**src/rtl/uvr_pkg.sv**
```systemverilog
package uvr_pkg;
  typedef enum logic [1:0] {
    ST_HOLD  = 2'd0,
    ST_DELAY = 2'd1,
    ST_RUN   = 2'd2,
    ST_BLANK = 2'd3
  } uvr_state_t;

  function automatic int unsigned max2(input int unsigned a, input int unsigned b);
    return (a > b) ? a : b;
  endfunction
endpackage

```
**src/rtl/uvr_sync.sv**
```systemverilog
module uvr_sync #(
  parameter int WIDTH  = 4,
  parameter int STAGES = 2
) (
  input  logic             clk,
  input  logic             rst,
  input  logic [WIDTH-1:0] d_async,
  output logic [WIDTH-1:0] q_sync
);
  logic [STAGES-1:0][WIDTH-1:0] chain;

  always_ff @(posedge clk) begin
    if (rst) chain <= '0;
    else     chain <= {chain[STAGES-2:0], d_async};
  end

  assign q_sync = chain[STAGES-1];
endmodule

```
**src/rtl/uvr_timer.sv**
```systemverilog
module uvr_timer #(
  parameter int CW = 8
) (
  input  logic          clk,
  input  logic          rst,
  input  logic          load,
  input  logic [CW-1:0] load_val,
  input  logic          tick,
  output logic          zero
);
  logic [CW-1:0] cnt;

  always_ff @(posedge clk) begin
    if (rst)                      cnt <= '0;
    else if (load)                cnt <= load_val;
    else if (tick && cnt != '0)   cnt <= cnt - 1'b1;
  end

  assign zero = (cnt == '0);
endmodule

```
**src/rtl/uvr_fsm.sv**
```systemverilog
module uvr_fsm
  import uvr_pkg::*;
#(
  parameter int CW        = 8,
  parameter int DELAY_VAL = 100,
  parameter int BLANK_VAL = 4
) (
  input  logic          clk,
  input  logic          rst,
  input  logic          hi,
  input  logic          lo,
  input  logic          therm,
  input  logic          valid,
  input  logic          tmr_zero,
  output logic          load,
  output logic [CW-1:0] load_val,
  output logic          rst_n_q
);
  localparam logic [CW-1:0] DLY = CW'(DELAY_VAL);
  localparam logic [CW-1:0] BLK = CW'(BLANK_VAL);

  uvr_state_t state, nxt;
  logic       force_low;

  assign force_low = therm | ~valid;

  always_comb begin
    nxt      = state;
    load     = 1'b0;
    load_val = DLY;
    unique case (state)
      ST_HOLD: begin
        if (!force_low && hi && !lo) begin
          nxt  = ST_DELAY;
          load = 1'b1;
        end
      end
      ST_DELAY: begin
        if (force_low || lo || !hi) nxt = ST_HOLD;
        else if (tmr_zero)          nxt = ST_RUN;
      end
      ST_RUN: begin
        if (force_low) nxt = ST_HOLD;
        else if (lo) begin
          nxt      = ST_BLANK;
          load     = 1'b1;
          load_val = BLK;
        end
      end
      ST_BLANK: begin
        if (force_low)     nxt = ST_HOLD;
        else if (!lo)      nxt = ST_RUN;
        else if (tmr_zero) nxt = ST_HOLD;
      end
      default: nxt = ST_HOLD;
    endcase
  end

  always_ff @(posedge clk) begin
    if (rst) begin
      state   <= ST_HOLD;
      rst_n_q <= 1'b0;
    end else begin
      state   <= nxt;
      rst_n_q <= (nxt == ST_RUN) || (nxt == ST_BLANK);
    end
  end
endmodule

```
**src/rtl/uvr_seq.sv**
```systemverilog
module uvr_seq
  import uvr_pkg::*;
#(
  parameter int SYNC_STAGES = 2,
  parameter int DELAY_TICKS = 16500,
  parameter int BLANK_TICKS = 7,
  parameter int REACT_TICKS = 33
) (
  input  logic clk,
  input  logic rst,
  input  logic tick_1us,
  input  logic rail_above_hi,
  input  logic rail_below_lo,
  input  logic rail_valid,
  input  logic therm_sd,
  output logic rst_out_n
);
  localparam int BLANK_CAP = (BLANK_TICKS > REACT_TICKS - 2) ? REACT_TICKS - 2 : BLANK_TICKS;
  localparam int BLANK_EFF = (BLANK_CAP < 1) ? 1 : BLANK_CAP;
  localparam int DELAY_EFF = (DELAY_TICKS < 1) ? 1 : DELAY_TICKS;
  localparam int CNT_MAX   = int'(max2(DELAY_EFF, BLANK_EFF));
  localparam int CW        = $clog2(CNT_MAX + 1);

  logic [3:0]    flags_s;
  logic          hi_s, lo_s, valid_s, therm_s;
  logic          tmr_load, tmr_zero;
  logic [CW-1:0] tmr_val;

  uvr_sync #(.WIDTH(4), .STAGES(SYNC_STAGES)) u_sync (
    .clk     (clk),
    .rst     (rst),
    .d_async ({therm_sd, rail_valid, rail_below_lo, rail_above_hi}),
    .q_sync  (flags_s)
  );

  assign hi_s    = flags_s[0];
  assign lo_s    = flags_s[1];
  assign valid_s = flags_s[2];
  assign therm_s = flags_s[3];

  uvr_timer #(.CW(CW)) u_timer (
    .clk      (clk),
    .rst      (rst),
    .load     (tmr_load),
    .load_val (tmr_val),
    .tick     (tick_1us),
    .zero     (tmr_zero)
  );

  uvr_fsm #(.CW(CW), .DELAY_VAL(DELAY_EFF), .BLANK_VAL(BLANK_EFF)) u_fsm (
    .clk      (clk),
    .rst      (rst),
    .hi       (hi_s),
    .lo       (lo_s),
    .therm    (therm_s),
    .valid    (valid_s),
    .tmr_zero (tmr_zero),
    .load     (tmr_load),
    .load_val (tmr_val),
    .rst_n_q  (rst_out_n)
  );
endmodule

```
**config.mk**
```make
export PLATFORM = sky130hd
export DESIGN_NAME = uvr_seq
export DESIGN_NICKNAME = d
export VERILOG_FILES = /design/src/rtl/uvr_pkg.sv /design/src/rtl/uvr_sync.sv /design/src/rtl/uvr_timer.sv /design/src/rtl/uvr_fsm.sv /design/src/rtl/uvr_seq.sv
export SDC_FILE = /design/constraint.sdc
export NUM_CORES = 1
export LEC_CHECK = 0
export BUFFER_PORTS_ARGS = -buffer_cell sky130_fd_sc_hd__buf_2
export CAP_MARGIN = 0
export CORE_MARGIN = 1
export CORE_UTILIZATION = 58
export DETAILED_ROUTE_END_ITERATION = 16
export PLACE_DENSITY = 0.87
export SETUP_SLACK_MARGIN = 0.3
export SYNTH_ARGS = -nofsm -noshare
export SYNTH_HDL_FRONTEND = slang
export SYNTH_SLANG_ARGS = --single-unit
```
**constraint.sdc**
```tcl
create_clock -name clk -period 2.4 [get_ports clk]
set_clock_uncertainty 0.2 [all_clocks]
set_input_delay 0.12 -clock clk [delete_from_list [all_inputs] [get_ports clk]]
set_output_delay 0.12 -clock clk [all_outputs]
set_load 0.02 [all_outputs]
```
# After elaboration in Yosys (flattened, before gate mapping)
# Index checks and enable logic that the tools add are counted.
classes:
  n_reduce_logical: 13
  n_addsub: 1
  muxes: 18
  bitwise_logic: 2
  eq_ne: 5
ops:
  columns: ["operator", "n"]
  rows:
  - ["2-to-1 mux 15 bit", 5]
  - ["2-to-1 mux 2 bit", 8]
  - ["zero test 15 bit", 1]
  - ["nonzero test 15 bit", 1]
  - ["subtractor 15 x 1 -> 15 bit (second input constant)", 1]
  - ["equality test 2 bit (second input constant)", 4]
  - ["case mux 2 bit (4 select lines)", 1]
  - ["logical AND 1 bit", 3]
  - ["zero test 1 bit", 3]
  - ["logical OR 1 bit", 3]
  - ["2-to-1 mux 1 bit", 3]
  - ["equality test 2 x 1 -> 1 bit (second input constant)", 1]
  - ["zero test 2 bit", 1]
  - ["case mux 1 bit (2 select lines)", 1]
  - ["nonzero test 2 bit", 1]
  - ["NOT 1 bit", 1]
  - ["bitwise OR 1 bit", 1]
word_totals:
  register_bits: 26
  inputBits: 7
  word_cells: 44
  out_inout_bits: 1

# Logic depth before layout (Yosys ltp)
# Gate-level depths: netlist (run 1).
depth:
  ltp_word: 9
  ltp_mapped: 8
  depth_no_buf: 6

# Modules after synthesis
# From an unflattened synthesis (run 1), not the netlist that was laid out.
hier_totals:
  hier_cells: 155
  area_unflattened_um2: 1350.0
by_module_without_submodules:
  columns: ["mod", "seq_area_each_um2", "n_inst", "area_each_um2", "cells_each"]
  rows:
  - ["uvr_timer", 300.3, 1, 858.3, 106]
  - ["uvr_fsm", 60.1, 1, 251.5, 29]
  - ["uvr_sync", 160.2, 1, 240.2, 20]

# Worst setup path before layout (run 1)
# No wires, ideal clock.
synth_timing:
  kind: "register to register"
  startpoint: "reg u_timer.cnt[0]"
  endpoint: "reg u_timer.cnt[12]"
  n_path_buf: 1
  setup_slack_ns: 0.303
  required_ns: 2.128
  t_arrival_ns: 1.825
  stages_incl_launch_ff: 8
  period_less_slack_ns: 2.097
  setup_ns: 0.072
  path_cell_list: "dfxtp_1 -> inv_1 -> ha_1 -> nor4b_2 -> a41o_1 -> buf_2 -> a2111oi_0 -> mux2i_1"
synth_via:
  elab_chain_cells: 3
  elab_cells_between_ends: 6
  cone_classes: "add/sub: 1; mux: 2; reduce/logical: 3"
synth_rtl:
  columns: ["element", "line", "rtl"]
  rows:
  - ["from (decl)", "uvr_timer.sv:11", "logic [CW-1:0] cnt;"]
  - ["from (signal assigned)", "uvr_timer.sv:15", "else if (load) cnt <= load_val;"]
  - ["from (signal assigned)", "uvr_timer.sv:16", "else if (tick && cnt != '0) cnt <= cnt - 1'b1;"]
  - ["subtractor 15 x 1 -> 15 bit / nonzero test 15 bit (equally long branches)", "uvr_timer.sv:16", null]
  - ["2-to-1 mux 15 bit / logical AND 1 bit (equally long branches)", "uvr_timer.sv:16", null]
  - ["2-to-1 mux 15 bit / nonzero test 2 bit (equally long branches)", null, null]
# Several ways; a longest one is shown, not always the timed one. The select of a mux whose other input is x is not followed.
# A chain may end at the register's enable or synchronous reset.

# Worst setup path after layout (run 1)
layout_timing:
  startpoint: "reg u_timer.cnt[6]"
  endpoint: "reg u_timer.cnt[1]"
layout_via:
  elab_chain_cells: 3
layout_rtl:
  columns: ["element", "line"]
  rows:
  - ["nonzero test 15 bit", "uvr_timer.sv:16"]
  - ["logical AND 1 bit", "uvr_timer.sv:16"]
  - ["nonzero test 2 bit (no line)", null]
# Every way passes these cells.

==> PnR_summary.wiki, run 1 <==
{| class="wikitable"
! Metric !! Value
|-
| Fraction of power spent switching nets || 39.2%
|-
| Input/output buffers || 7
|-
| Maxcap violations || 0
|-
| Unrepaired setup endpoints after global routing || yes
|-
| Avg Vias per Cell || 6.49
|-
| Reg clk slew, reported paths || 0.14 ns
|-
| Worst slew margin relative to its limit || 69.6%
|-
| Most area-hungry cell type in the Yosys netlist || sky130_fd_sc_hd__dfxtp_1
|-
| Area Overhead vs Synth || 20.1%
|-
| Pin count of the biggest net entering global routing || 32
|-
| Layout net count || 167
|-
| Peak supply drop || 0.882 mV
|-
| Initial Util || 64.0%
|-
| Buffer type at the clock tree root || sky130_fd_sc_hd__clkbuf_4
|-
| Wire length of the first global-routing pass || 4850 um
|-
| Remaining design rule violation count || 0
|-
| Avg Inst Size Synth || 9.31 sq um
|-
| Wire length per cell after detailed routing || 17.8 um
|-
| Power density cells || 1150 mW/mm^2
|-
| Row Count || 16
|-
| Most instantiated flip-flop cell in the synthesis netlist || sky130_fd_sc_hd__dfxtp_1
|-
| Number of antenna violations at the first check in global routing || 0
|-
| Crit share post-route || 87.9%
|-
| Distinct cells, synth || 42
|-
| Status || complete, no violations
|-
| Slew of the pin with the lowest slew margin || 0.457 ns
|-
| Asr flop ratio synth || 0%
|-
| Synth warn || 0
|-
| Net switching power of the design || 0.698 mW
|-
| DRC violation total after the first TritonRoute iteration || 31
|-
| Data arrival, critical path || 2.11 ns
|-
| Internal Dissipation || 1.08 mW
|-
| Inserted Clock Buffers || 3
|-
| DPL Wire Length || 1930 um
|-
| Pre-CTS setup slack || 0.158 ns
|-
| Category of the worst setup path capture point || flop
|-
| Portion of the post-synthesis area used by sequential elements || 40.2%
|-
| CTS HTree Levels || 1
|-
| Total power || 1.78 mW
|-
| Critical path's largest stage delay || 0.39 ns
|-
| Filler cell count in the final layout || 132
|-
| Pre-antenna DRT Iters || 4
|-
| TritonCTS sink count || 26
|-
| Setup TNS Final || 0 ns
|-
| Post-detailed-placement cell area || 0.00138 sq mm
|-
| Share of final-layout standard cells stronger than drive strength 1 || 27.2%
|-
| Clock tree from TritonCTS || built
|-
| Die width || 49.2 um
|-
| Achievable clock frequency || 474 MHz
|-
| Longest Clk Path Bufs || 2
|-
| Worst-skew pair later-pin latency || 0.34 ns
|-
| Worst-path fanout max || 8
|-
| Number of instances in the synthesized netlist || 139
|-
| Slowest library cell on the worst path || sky130_fd_sc_hd__dfxtp_1
|-
| Vias || 1,200
|-
| Multi-input gate area in the final layout || 753 sq um
|-
| Number of flops mapped to enable cells by yosys || 0
|-
| Net count after synthesis || 147
|-
| Share of power burned in combinational logic || 51.7%
|-
| Tmin final || 2.11 ns
|-
| Final estimated routing congestion in global placement || 0.842
|-
| Via count of the first global-routing pass || 1,049
|-
| Crit path launch type || flop
|-
| Slack of the critical path || 0.290 ns
|-
| Data required time at the worst endpoint || 2.40 ns
|-
| Synth top area share || 40.2%
|-
| Core area || 0.00202 sq mm
|-
| Post-route antenna net violation count || 0
|-
| Clock power frac || 12.6%
|-
| Number of top-level pins || 8
|-
| Total wire length after detailed routing || 3300 um
|-
| Fraction of the core area covered by cells at the end of the flow || 76.9%
|-
| Remaining global-route overflow || 0
|-
| Number of synthesized register bits || 26
|-
| Setup Crit Path Kind || reg -> reg
|-
| Class of the tightest hold or removal check || in -> reg
|-
| Antenna diodes || 0
|-
| Cell leakage power || 0.573 nW
|-
| Total count of max-transition violations in the final report || 0
|-
| Final setup fails || 0
|-
| Flip-flop and latch area || 524 sq um
|-
| CP Cell Sequence || nor4_1 > buf_4 > a41o_2 > buf_6 > and2_1 > a211oi_1
|-
| Tot GR Track Use || 26.3%
|-
| Cell area after synthesis || 0.00129 sq mm
|-
| Dominant cells by area after synthesis || sky130_fd_sc_hd__dfxtp_1 (40%), sky130_fd_sc_hd__mux2i_1 (3.9%), sky130_fd_sc_hd__nor2b_1 (3.9%), sky130_fd_sc_hd__nand3b_1 (3.5%), sky130_fd_sc_hd__or3b_2 (3.4%)
|-
| Die footprint || 0.00242 sq mm
|-
| Final cell area excluding filler cells || 0.00155 sq mm
|-
| Share of power burned in registers || 35.7%
|-
| Count of final hold-check violations || 0
|-
| Die Span Y || 49.2 um
|}
==> through the flow <==
step	cells	hold WS (ns)
after global routing	185	0.0129
after global placement	172	0.126
after detailed placement	172	0.135
final	185	0.00179
after CTS	183	0.00490
after floorplan	139	0.0482
==> cell type report <==
type	instances	share of cell area [%]
inverters	8	1.93
flip-flops and latches	26	33.7
multi-input cells	97	48.5
well taps	27	2.17
clock buffers	4	2.33
repair buffers	23	11.4
==> registers in the layout, indices dropped and copies added (netlist names) <==
signal         flops
u_timer.cnt       15
u_sync.chain       4
u_sync.q_sync      4
u_fsm.state        2
u_fsm.rst_n_q      1
==> cell usage in the layout (no fill, tap or decap), types with 2 or more instances in the layout <==
master / netlist / layout
sky130_fd_sc_hd__dfxtp_2: 0 / 3
sky130_fd_sc_hd__buf_6: 1 / 3
sky130_fd_sc_hd__inv_1: 8 / 7
sky130_fd_sc_hd__o32ai_1: 3 / 3
sky130_fd_sc_hd__nor3b_1: 4 / 4
sky130_fd_sc_hd__nor2_1: 2 / 2
sky130_fd_sc_hd__nand2_1: 3 / 3
sky130_fd_sc_hd__a31oi_1: 2 / 2
sky130_fd_sc_hd__buf_4: 0 / 9
sky130_fd_sc_hd__a21oi_1: 5 / 4
sky130_fd_sc_hd__a211oi_1: 4 / 4
sky130_fd_sc_hd__a22oi_1: 4 / 4
sky130_fd_sc_hd__mux2i_1: 5 / 5
sky130_fd_sc_hd__nand2b_1: 6 / 6
sky130_fd_sc_hd__and2_1: 4 / 4
sky130_fd_sc_hd__nand3b_1: 6 / 6
sky130_fd_sc_hd__or3b_2: 5 / 5
sky130_fd_sc_hd__dfxtp_1: 26 / 23
sky130_fd_sc_hd__nor4_1: 3 / 3
sky130_fd_sc_hd__or4_1: 2 / 2
sky130_fd_sc_hd__o21ai_1: 2 / 2
sky130_fd_sc_hd__nor3_1: 4 / 4
sky130_fd_sc_hd__buf_2: 2 / 7
sky130_fd_sc_hd__or3_1: 4 / 4
sky130_fd_sc_hd__clkbuf_4: 0 / 3
sky130_fd_sc_hd__nor2b_1: 8 / 8
sky130_fd_sc_hd__dlygate4sd3_1: 0 / 4
==> layer usage <==
| layer | GRT usage [%] | routed length, um |
|---|---|---|
| met3 | 7.17 | 228 |
| met4 | 7.84 | 132 |
| met1 | 31.8 | 1280 |
| met2 | 45.0 | 1660 |
| met5 | 0 | 0 |
==> path summary, 6_finish.rpt <==
| kind | from | cells past startpoint | slack, ns | endpoint |
|---|---|---|---|---|
| min | rst | 2 | 0.002 | u_sync.q_sync[1] |
| max reg2reg | u_timer.cnt[6] | 6 | 0.29 | u_timer.cnt[1] |
| min reg2reg | u_sync.chain[3] | 1 | 0.26 | u_sync.q_sync[3] |
| max | u_timer.cnt[6] | 6 | 0.29 | u_timer.cnt[1] |
==> power groups by stage <==
stage / registers, mW / logic, mW / clock network (mW)
6_report: 0.636 / 0.921 / 0.225
5_1_grt: 0.640 / 0.977 / 0.247
3_3_place_gp: 0.608 / 0.668 / 0
3_5_place_dp: 0.617 / 0.697 / 0
2_1_floorplan: 0.591 / 0.553 / 0
4_1_cts: 0.608 / 0.800 / 0.226
==> Yosys cell counts, drive strengths merged, types with 2 or more instances <==
| cell type | instances |
|---|---|
| or4 | 2 |
| nor4 | 4 |
| a22oi | 4 |
| nor3b | 4 |
| o41ai | 2 |
| o32ai | 3 |
| a31oi | 2 |
| or3b | 7 |
| nor3 | 4 |
| mux2i | 5 |
| or3 | 4 |
| a21oi | 5 |
| o21ai | 3 |
| a2111oi | 3 |
| nand2b | 6 |
| nand2 | 3 |
| clkbuf | 5 |
| a211oi | 4 |
| buf | 3 |
| nand3b | 6 |
| dfxtp | 26 |
| and2 | 4 |
| inv | 8 |
| nor2 | 2 |
| nor2b | 8 |
==> critical path, delay by kind of cell, from the launching register on <==
| family | cells | cell delay, ns |
|---|---|---|
| DFF | 1 | 0.39 |
| and+or+nand+nor | 2 | 0.63 |
| buffers and inverters | 2 | 0.36 |
| AOI/OAI and AO/OA | 2 | 0.41 |
==> logic make-up after synthesis <==
family / synth area share [%]
simple gates: 31.8
buf+inv: 5.42
fa+ha+maj: 0.967
compound gates: 17.7
flops: 40.2
mux: 3.87
==> timing repair <==
item | 4_1_cts | 5_1_grt
gates resized for setup | 9 | 9
setup buffers | 3 | 2
pin swaps | 2 | 3
hold endpoints to repair | 4 | 0
endpoints found under the setup margin | 12 | 14
hold buffers | 4 | 0
Note: power is estimated with default switching activity, not from simulation.
==> run 2: changes to the inputs <==
--- a/config.mk
+++ b/config.mk
@@ -8,10 +8,13 @@
 export BUFFER_PORTS_ARGS = -buffer_cell sky130_fd_sc_hd__buf_2
 export CAP_MARGIN = 0
 export CORE_MARGIN = 1
-export CORE_UTILIZATION = 58
+export CORE_UTILIZATION = 59
 export DETAILED_ROUTE_END_ITERATION = 16
-export PLACE_DENSITY = 0.87
+export PLACE_DENSITY = 0.88
+export REMOVE_ABC_BUFFERS = 1
 export SETUP_SLACK_MARGIN = 0.3
 export SYNTH_ARGS = -nofsm -noshare
 export SYNTH_HDL_FRONTEND = slang
+export SYNTH_HIERARCHICAL = 1
 export SYNTH_SLANG_ARGS = --single-unit
+export TNS_END_PERCENT = 5
==> run 2 against run 1 <==
  * Sequential share of layout area grew 1.8 points
  * Register-to-register slack gained 0.04 ns
  * First-iteration DRC count grew 68%
  * Critical endpoint is now u_timer/cnt[6]
  * Largest cell class unchanged
==> PnR_summary.wiki, run 2 <==
{| class="wikitable"
! Metric !! Value
|-
| Vias || 1,073 (-11%)
|-
| Reg clk slew, reported paths || 0.15 ns (about the same)
|-
| Number of flops mapped to enable cells by yosys || 0 (unchanged)
|-
| Distinct cells, synth || 36 (-14%)
|-
| Die footprint || 0.00248 sq mm (+2.5%)
|-
| Asr flop ratio synth || 0% (unchanged)
|-
| Number of instances in the synthesized netlist || 155 (+12%)
|-
| Setup TNS Final || 0 ns (unchanged)
|-
| Maxcap violations || 0 (unchanged)
|-
| Die width || 49.8 um (+1.2%)
|-
| Filler cell count in the final layout || 151 (+14%)
|-
| Worst-path fanout max || 6 (-2)
|-
| Synth top area share || 38.6% (-1.7 points)
|-
| Pin count of the biggest net entering global routing || 26 (-19%)
|-
| Status || complete, no violations
|-
| Data arrival, critical path || 2.13 ns (+0.02 ns)
|-
| Input/output buffers || 7 (unchanged)
|-
| Setup Crit Path Kind || reg -> reg
|-
| Most instantiated flip-flop cell in the synthesis netlist || sky130_fd_sc_hd__dfxtp_1
|-
| Most area-hungry cell type in the Yosys netlist || sky130_fd_sc_hd__dfxtp_1
|-
| Cell area after synthesis || 0.00135 sq mm (+4.4%)
|-
| Cell leakage power || 0.533 nW (-7.1%)
|-
| Final cell count without fillers || 187 (+1.1%)
|-
| Remaining design rule violation count || 0 (unchanged)
|-
| Worst slew margin relative to its limit || 53.5% (-16 points)
|-
| Register bank with the most flops || u_timer/cnt
|-
| Most common cell in the netlist || sky130_fd_sc_hd__dfxtp_1
|-
| Power density cells || 1380 mW/mm^2 (+20%)
|-
| Pre-antenna DRT Iters || 4 (unchanged)
|-
| Top cells by instance count after synthesis || sky130_fd_sc_hd__dfxtp_1 (26), sky130_fd_sc_hd__buf_4 (17), sky130_fd_sc_hd__nor2_1 (16)
|-
| Net switching power of the design || 0.802 mW (+15%)
|-
| Worst reg2reg path startpoint || u_timer/cnt[0]
|-
| DRC violation total after the first TritonRoute iteration || 52 (+68%)
|-
| Avg Inst Size Synth || 8.71 sq um (-6.4%)
|-
| Achievable clock frequency || 482 MHz (+1.7%)
|-
| CP startpoint || u_timer/cnt[0]
|-
| Post-route antenna net violation count || 0 (unchanged)
|-
| Die Span Y || 49.8 um (+1.2%)
|-
| Slew of the pin with the lowest slew margin || 0.697 ns (+0.241 ns)
|-
| Wire length per cell after detailed routing || 13.5 um (-24%)
|-
| Data required time at the worst endpoint || 2.45 ns (+0.05 ns)
|-
| Crit share post-route || 86.4% (-1.5 points)
|-
| Wire length of the first global-routing pass || 3930 um (-19%)
|-
| Number of synthesized register bits || 26 (unchanged)
|-
| Unrepaired setup endpoints after global routing || yes
|-
| Buffer type at the clock tree root || sky130_fd_sc_hd__clkbuf_4
|-
| Total wire length after detailed routing || 2520 um (-24%)
|-
| Category of the worst setup path capture point || flop
|-
| Tot GR Track Use || 20.6% (-5.7 points)
|-
| Via count of the first global-routing pass || 930 (-11%)
|-
| Share of power burned in registers || 31.9% (-3.8 points)
|-
| Dominant cells by area after synthesis || sky130_fd_sc_hd__dfxtp_1 (39%), sky130_fd_sc_hd__buf_4 (9.5%), sky130_fd_sc_hd__xnor2_1 (5.8%), sky130_fd_sc_hd__a211oi_1 (5.6%), sky130_fd_sc_hd__nor2_1 (4.4%)
|-
| Core area || 0.00206 sq mm (+2.0%)
|-
| Number of flip-flops in the largest register || 15 (unchanged)
|-
| Internal Dissipation || 1.23 mW (+13%)
|-
| Synth warn || 6 (+6)
|-
| Inst Count DP || 176 (+2.3%)
|-
| Worst-skew pair later-pin latency || 0.33 ns (about the same)
|-
| Startpoint of the tightest hold check path || rst
|-
| Share of final-layout standard cells stronger than drive strength 1 || 18.1% (-9.1 points)
|-
| Count of final hold-check violations || 0 (unchanged)
|-
| Final setup fails || 0 (unchanged)
|-
| Post-Route Hold Slack || 0.0181 ns (+0.0163 ns)
|-
| Peak supply drop || 0.798 mV (-9.5%)
|-
| Number of antenna violations at the first check in global routing || 0 (unchanged)
|-
| Antenna diodes || 0 (unchanged)
|-
| TritonCTS sink count || 26 (unchanged)
|-
| Number of top-level pins || 8 (unchanged)
|-
| CTS HTree Levels || 1 (unchanged)
|-
| Final estimated routing congestion in global placement || 0.836 (-0.71%)
|-
| Total count of max-transition violations in the final report || 0 (unchanged)
|-
| Class of the tightest hold or removal check || in -> reg
|-
| DPL Wire Length || 1590 um (-18%)
|-
| Share of power burned in combinational logic || 53.3% (+1.6 points)
|-
| Crit path launch type || flop
|-
| Fraction of power spent switching nets || 39.5% (+0.33 points)
|-
| Row Count || 16 (unchanged)
|-
| Avg Vias per Cell || 5.74 (-12%)
|-
| Portion of the post-synthesis area used by sequential elements || 38.6% (-1.7 points)
|-
| Remaining global-route overflow || 0 (unchanged)
|-
| Tmin final || 2.07 ns (-0.0362 ns)
|-
| Highest-count cells in the layout ignoring fill and taps || sky130_fd_sc_hd__dfxtp_1 (24), sky130_fd_sc_hd__nor2_1 (16), sky130_fd_sc_hd__conb_1 (9), sky130_fd_sc_hd__xnor2_1 (9)
|-
| Clock tree from TritonCTS || built
|-
| Inserted Clock Buffers || 3 (unchanged)
|-
| Initial Util || 65.5% (+1.5 points)
|-
| Layout net count || 169 (+1.2%)
|-
| Area Overhead vs Synth || 9.08%
|-
| Clock power frac || 14.8% (+2.2 points)
|-
| Most common cell after layout, fill and taps aside || sky130_fd_sc_hd__dfxtp_1
|-
| Longest Clk Path Bufs || 2 (unchanged)
|}
-- run 2: cell types whose count changed in the layout (fill, tap and decap cells not counted), moves of 4 or more --
cell and change:
sky130_fd_sc_hd__or3b_2 -5, sky130_fd_sc_hd__nor2_1 +14, sky130_fd_sc_hd__a22oi_1 -4, sky130_fd_sc_hd__and2_1 -4
sky130_fd_sc_hd__buf_4 -5, sky130_fd_sc_hd__a211oi_1 +4, sky130_fd_sc_hd__nand3b_1 -4, sky130_fd_sc_hd__mux2i_1 -4
sky130_fd_sc_hd__nand2b_1 -5, sky130_fd_sc_hd__nand2_1 +4, sky130_fd_sc_hd__xnor2_1 +9, sky130_fd_sc_hd__nor3b_1 -4
sky130_fd_sc_hd__conb_1 +9
-- run 2: per-stage QoR --
stage	setup WS, ns	utilization [%]	instance area (sq um)	power (mW)
after detailed placement	0.181	63.5	1310	1.48
after CTS	0.285	68.5	1410	1.83
after floorplan	0.293	-	1230	1.32
after global routing	0.243	71.4	1470	2.14
final	0.326	71.4	1470	2.03
after global placement	0.246	63.5	1310	1.44
-- run 2: per-layer routing --
metal,wire length (um),global-route usage (%),vias to the layer above
met4,12,9.52,0
met5,0,0,-
met3,170,2.78,2
met1,1170,25.9,490
met2,1160,34.7,44
li1,-,-,537
-- run 2: kinds of logic after synthesis --
family | after synthesis | synth area share, %
xor+xnor | 9 | 5.84
flops | 26 | 38.6
compound gates | 29 | 15.8
buf+inv | 25 | 11.7
simple gates | 62 | 26.0
mux | 1 | 0.741
other cells | 2 | 0.556
fa+ha+maj | 1 | 0.927
-- run 2: worst paths after layout --
kind / slack, ns / cells past startpoint / to
setup / recovery: 0.33 / 7 / u_timer/cnt[6]
setup reg to reg: 0.33 / 7 / u_timer/cnt[6]
hold reg to reg: 0.25 / 1 / u_sync/q_sync[3]
hold / removal: 0.02 / 2 / u_sync/chain[2]
-- run 2: power by group through the flow --
stage               registers (mW)  logic, mW  clock network [mW]
floorplan                    0.609      0.713                   0
global placement             0.623      0.820                   0
detailed placement           0.629      0.850                   0
CTS                          0.622      0.903               0.303
global route                 0.661       1.16               0.317
finish                       0.648       1.08               0.300
-- run 2: repair_timing --
| action | 4_1_cts | 5_1_grt |
|---|---|---|
| setup endpoints to repair | 3 | 15 |
| buffers inserted | 0 | 3 |
| cloned | 0 | 0 |
| endpoints found under the hold margin | 4 | 0 |
| hold buffers | 4 | 0 |
| gates resized for setup | 4 | 8 |
| pin swaps | 0 | 3 |
-- run 2: critical path, cell delays in order (launching register included) --
cell	delay (ns)
sky130_fd_sc_hd__dfxtp_2	0.38
sky130_fd_sc_hd__inv_1	0.05
sky130_fd_sc_hd__ha_2	0.19
sky130_fd_sc_hd__nor2b_4	0.14
sky130_fd_sc_hd__and2_4	0.15
sky130_fd_sc_hd__and2_4	0.17
sky130_fd_sc_hd__or4_1	0.46
sky130_fd_sc_hd__a311oi_1	0.25
-- run 2: cell type report --
| cell class | count | area (sq um) | share of cell area, % |
|---|---|---|---|
| tap | 27 | 33.8 | 2.29 |
| inverter | 4 | 15.0 | 1.02 |
| timing repair buffer | 15 | 105 | 7.14 |
| multi-input combinational | 111 | 743 | 50.5 |
| clock buffer | 3 | 22.5 | 1.53 |
| clock inverter | 1 | 30.0 | 2.04 |
| sequential | 26 | 523 | 35.5 |
